[config.mk]
export PLATFORM = sky130hd
export DESIGN_NAME = bcd_calendar
export DESIGN_NICKNAME = d
export VERILOG_FILES = /design/src/rtl/bcd_calendar.sv
export SDC_FILE = /design/constraint.sdc
export NUM_CORES = 1
export LEC_CHECK = 0
export ABC_AREA = 1
export ABC_CLOCK_PERIOD_IN_PS = 5630
export BUFFER_PORTS_ARGS = -buffer_cell sky130_fd_sc_hd__buf_4
export CAP_MARGIN = 0
export CORE_MARGIN = 2
export CORE_UTILIZATION = 25
export CTS_CLUSTER_DIAMETER = 120
export DETAILED_ROUTE_END_ITERATION = 7
export GPL_ROUTABILITY_DRIVEN = 0
export PLACE_DENSITY_LB_ADDON = 0.05
export SLEW_MARGIN = 20
export SYNTH_ARGS = -nofsm -noshare
export SYNTH_HDL_FRONTEND = slang
export SYNTH_SLANG_ARGS = --single-unit
export TNS_END_PERCENT = 10
[constraint.sdc]
create_clock -name clk -period 5.63 [get_ports clk]
set_clock_uncertainty 0.15 [all_clocks]
set_input_delay 0.563 -clock clk [delete_from_list [all_inputs] [get_ports clk]]
set_output_delay 0.563 -clock clk [all_outputs]
set_load 0.05 [all_outputs]
[src/rtl/bcd_calendar.sv]
module bcd_calendar #(
  parameter int DIV_COUNT = 32768,
  localparam int DW = (DIV_COUNT > 1) ? $clog2(DIV_COUNT) : 1
) (
  input  logic       clk,
  input  logic       rst_n,
  input  logic       ld_sec,
  input  logic       ld_min,
  input  logic       ld_hour,
  input  logic       ld_wday,
  input  logic       ld_mday,
  input  logic       ld_month,
  input  logic       ld_year,
  input  logic [7:0] ld_data,
  output logic [7:0] sec_q,
  output logic [7:0] min_q,
  output logic [7:0] hour_q,
  output logic [7:0] wday_q,
  output logic [7:0] mday_q,
  output logic [7:0] month_q,
  output logic [7:0] year_q
);

  logic [DW-1:0] div_q;
  logic          halt_r;
  logic [6:0]    sec_r, min_r;
  logic          cen_en_r, cen_r;
  logic [5:0]    hr_r, mday_r;
  logic [2:0]    wday_r;
  logic [4:0]    mon_r;
  logic [7:0]    yr_r;

  function automatic logic [7:0] bcd_inc(input logic [7:0] v);
    return (v[3:0] == 4'd9) ? {v[7:4] + 4'd1, 4'd0} : {v[7:4], v[3:0] + 4'd1};
  endfunction

  logic       tick, sec_wrap, min_wrap, day_wrap, mon_wrap, yr_step;
  logic [1:0] leap_sum;
  logic       leap;
  logic [5:0] last_day;

  assign tick     = !halt_r && (div_q == DW'(DIV_COUNT - 1));
  assign sec_wrap = tick && (sec_r == 7'h59);
  assign min_wrap = sec_wrap && (min_r == 7'h59);
  assign day_wrap = min_wrap && (hr_r == 6'h23);
  assign leap_sum = {yr_r[4], 1'b0} + yr_r[1:0];
  assign leap     = (leap_sum == 2'd0);
  assign mon_wrap = day_wrap && (mday_r == last_day);
  assign yr_step  = mon_wrap && (mon_r == 5'h12);

  always_comb begin
    case (mon_r)
      5'h02:                      last_day = leap ? 6'h29 : 6'h28;
      5'h04, 5'h06, 5'h09, 5'h11: last_day = 6'h30;
      default:                    last_day = 6'h31;
    endcase
  end

  always_ff @(posedge clk or negedge rst_n) begin
    if (!rst_n) begin
      div_q    <= '0;
      halt_r   <= 1'b0;
      sec_r    <= 7'h00;
      min_r    <= 7'h00;
      cen_en_r <= 1'b0;
      cen_r    <= 1'b0;
      hr_r     <= 6'h00;
      wday_r   <= 3'd1;
      mday_r   <= 6'h01;
      mon_r    <= 5'h01;
      yr_r     <= 8'h00;
    end else begin
      if (ld_sec || halt_r || tick) div_q <= '0;
      else                          div_q <= div_q + DW'(1);

      if (ld_sec) {halt_r, sec_r} <= ld_data;
      else if (tick) sec_r <= sec_wrap ? 7'h00 : 7'(bcd_inc({1'b0, sec_r}));

      if (ld_min) min_r <= ld_data[6:0];
      else if (sec_wrap) min_r <= min_wrap ? 7'h00 : 7'(bcd_inc({1'b0, min_r}));

      if (ld_hour) {cen_en_r, cen_r, hr_r} <= ld_data;
      else begin
        if (min_wrap) hr_r <= day_wrap ? 6'h00 : 6'(bcd_inc({2'b0, hr_r}));
        if (yr_step && yr_r == 8'h99 && cen_en_r) cen_r <= ~cen_r;
      end

      if (ld_wday) wday_r <= ld_data[2:0];
      else if (day_wrap) wday_r <= (wday_r == 3'd7) ? 3'd1 : wday_r + 3'd1;

      if (ld_mday) mday_r <= ld_data[5:0];
      else if (day_wrap) mday_r <= mon_wrap ? 6'h01 : 6'(bcd_inc({2'b0, mday_r}));

      if (ld_month) mon_r <= ld_data[4:0];
      else if (mon_wrap) mon_r <= yr_step ? 5'h01 : 5'(bcd_inc({3'b0, mon_r}));

      if (ld_year) yr_r <= ld_data;
      else if (yr_step) yr_r <= (yr_r == 8'h99) ? 8'h00 : bcd_inc(yr_r);
    end
  end

  assign sec_q   = {halt_r, sec_r};
  assign min_q   = {1'b0, min_r};
  assign hour_q  = {cen_en_r, cen_r, hr_r};
  assign wday_q  = {5'b0, wday_r};
  assign mday_q  = {2'b0, mday_r};
  assign month_q = {3'b0, mon_r};
  assign year_q  = yr_r;

endmodule

==> metrics.md <==
| Metric | Value |
|---|---|
| Status | `finished, final reports clean` |
| Root Driver | `clkbuf_16` |
| Synth-to-layout area growth | `24.2%` |
| Hold Vio Cnt, Final | `0` |
| Gate Count Post-Synth | `492` |
| Diodes inserted | `0` |
| Post-synthesis compound-gate area fraction | `11.5%` |
| #FFs+latches synth | `60` |
| Vias/cell | `4.51` |
| First-pass iteration count of the detailed router | `4` |
| Post-cts gate resize count | `0` |
| Most area-hungry cell type in the Yosys netlist | `dfrtp_1` |
| Max VDD drop | `0.157 mV` |
| Post-Synth Simple-Gate Area | `29.5%` |
| Dpl ws | `3.36 ns` |
| Adder-cell share of the synthesized area | `6.51%` |
| Leading cell types in the layout, fill and taps excluded | `102 x nand2_1, 61 x buf_4, 60 x inv_1, 57 x dfrtp_1, 52 x nor2_1` |
| Buffers on Ports | `61` |
| Comb power frac | `28.3%` |
| Post-CTS Setup Bufs | `0` |
| Clock network power share | `37.7%` |
| Clk slew on worst S/H paths | `0.06 ns` |
| Vias | `3382` |
| CP Class | `reg2reg` |
| Clock buffer count from CTS | `9` |
| CP Launch Type | `register` |
| Final core utilization | `31.7%` |
| Sequential share of power | `34.0%` |
| Placed cell area | `4460 sq um` |
| Peak fanout along the critical path | `8` |
| Most common cell after layout, fill and taps aside | `nand2_1` |
| Fin worst setup slack | `3.37 ns` |
| Final setup viols | `0` |
| Vias in the first global route | `3318` |
| F_max | `443 MHz` |
| # hold bufs at CTS | `0` |
| Initial core utilization | `25.5%` |
| Total gr overflow | `0` |
| Asr flop ratio synth | `100%` |
| H-tree levels | `3` |
| Boundary Pins | `73` |
| Num Clock Sinks | `60` |
| Crit path arrival time | `2.33 ns` |
| Share of cells above drive strength 1 | `20.5%` |
| Ranking of synthesized cells by area | `dfrtp_1 37%, nand2_1 10%, ha_1 6.5%` |
| Layout Nets | `594` |
| Placed cells | `734` |
| Final ANT Viol Nets | `0` |
| Post-synth EDFFs | `0` |
| Final slew viol count | `0` |
| LEAKAGE | `2.31 nW` |
| Netlist cell types | `43` |
| Design area | `4780 sq um` |
| Overall routing resource usage | `14.2%` |
| Fin crit period | `2.26 ns` |
| Max-cap violations | `0` |
| Largest net degree at the start of global routing | `61` |
| Crit path required time | `5.70 ns` |
| First-pass GRT wire length | `17800 um` |
| Syn avg cell area | `7.82 sq um` |
| Sw power | `0.579 mW` |
| PD cells | `333 nW/um^2` |
| Main combinational cell family by area after synthesis | `simple AND/OR/NAND/NOR gates` |
| Period utilisation layout | `40.1%` |
| Sequential cell area fraction in the yosys report | `39.1%` |
| Core Region | `15100 sq um` |
| Mapped cell area | `3850 sq um` |
| Post-Layout Cell Count | `750` |
| CTS tree | `yes` |
| Post-Route WL | `10900 um` |
| Clk Latency, worst-skew pair | `0.34 ns` |
| Least-Margin Pin Slew | `0.829 ns` |
| Avg WL per Cell | `14.5 um` |
| Fin Setup TNS | `0 ns` |
| Synth Warn # | `0` |
| DP Wirelength | `8060 um` |
| Initial antenna violation count | `0` |
| Fraction of synthesized area in multiplexers | `0%` |
| HP Class | `in2async` |
| Switching fraction of total power | `36.5%` |
| Die X | `128 um` |
| Xor-xnor portion of the synthesized cell area | `3.87%` |
| Die Ht | `128 um` |
| RSZ-0062 raised after global routing | `false` |
| Max_slew headroom | `44.7%` |
| Top FF cell, synth | `dfrtp_1` |
| Core Rows | `45` |
| Worst setup EP type | `register` |
| Int Power | `1.01 mW` |
| Longest Clk Path Bufs | `2` |
| Iter 0 DRT Violations | `152` |
| Remaining DRCs | `0` |
| Die Footprint | `16400 sq um` |
| Share of the synthesized area in the top cell type | `37.1%` |
[worst paths after layout]
kind / startpoint / slack [ns] / to / cells after the start
max: min_r[1] / 3.37 / year_q[4] / 11
min: rst_n / 0.17 / div_q[6] / 1
max reg2reg: min_r[1] / 3.37 / year_q[4] / 11
min reg2reg: div_q[11] / 0.34 / div_q[11] / 1
max in group asynchronous: rst_n / 4.61 / year_q[0] / 1
min in group clk: ld_wday / 0.30 / wday_r[1] / 2
[flip-flops by register name (all words and copies together), names as in the netlist]
register	flops
min_r	7
wday_r	3
cen_r	1
cen_en_r	1
year_q	8
sec_r	7
mon_r	5
div_q	15
hr_r	6
mday_r	6
halt_r	1
[critical path: stages (launching register included)]
cell and delay, ns:
dfrtp_1 0.42, inv_1 0.08, ha_1 0.15, nand3_1 0.11, nor2_2 0.23, nand4_1 0.18
nor2_2 0.22, nand4_2 0.21, nand2_4 0.15, nand2_4 0.10, nand2_1 0.09, o21ai_2 0.05
[per-layer routing]
layer / track usage, % / vias up / share of wire (%) / wire (um)
met5: 0 / - / 0 / 0
met4: 7.05 / 0 / 2.6 / 277
met3: 3.21 / 18 / 5.4 / 581
met2: 21.2 / 78 / 43 / 4700
met1: 19.3 / 1561 / 49 / 5300
li1: - / 1725 / - / -
[through the flow]
| step | power [mW] | hold slack (ns) |
|---|---|---|
| 2_1_floorplan | 0.859 | 0.117 |
| 3_3_place_gp | 1.00 | 0.321 |
| 3_5_place_dp | 1.00 | 0.330 |
| 4_1_cts | 1.62 | 0.209 |
| 5_1_grt | 1.68 | 0.249 |
| 6_report | 1.59 | 0.172 |
[area by class of cell]
type	instances	area, sq um
Sequential cell	60	1510
Clock buffer	11	243
Timing Repair Buffer	61	458
Fill cell	1640	10300
Clock inverter	5	75.1
Inverter	65	244
Multi-Input combinational cell	360	2020
Tap cell	188	235
[power groups by stage]
stage               clock network (mW)  logic, mW  registers [mW]
floorplan                            0      0.186           0.673
global placement                     0      0.454           0.548
detailed placement                   0      0.454           0.548
CTS                              0.618      0.456           0.541
global route                     0.644      0.490           0.549
finish                           0.598      0.450           0.540
[synth_stat cells, types with 2 or more instances]
library cell	n
a31oi_1	2
nand2_1	102
nor2_2	9
o21ai_0	26
ha_1	20
a211oi_1	2
nor3b_1	4
nand3_1	31
inv_2	4
dfstp_2	3
nor2_1	52
dfrtp_1	57
xnor2_1	7
inv_1	60
a21oi_1	13
clkbuf_1	2
o21ai_2	4
nand4_1	7
o21ai_1	3
nor2_4	2
nor3_1	9
nand3_2	3
buf_4	14
o22ai_1	8
xor2_1	10
nand2_4	2
nand3b_1	6
o221ai_1	9
nand2_2	7
[cell families after synthesis]
kind of cell | count (synthesis)
simple gates | 240
fa+ha+maj | 20
flops | 60
xor+xnor | 17
other cells | 1
compound gates | 72
buf+inv | 82
Power figures use the tool's default switching activity.
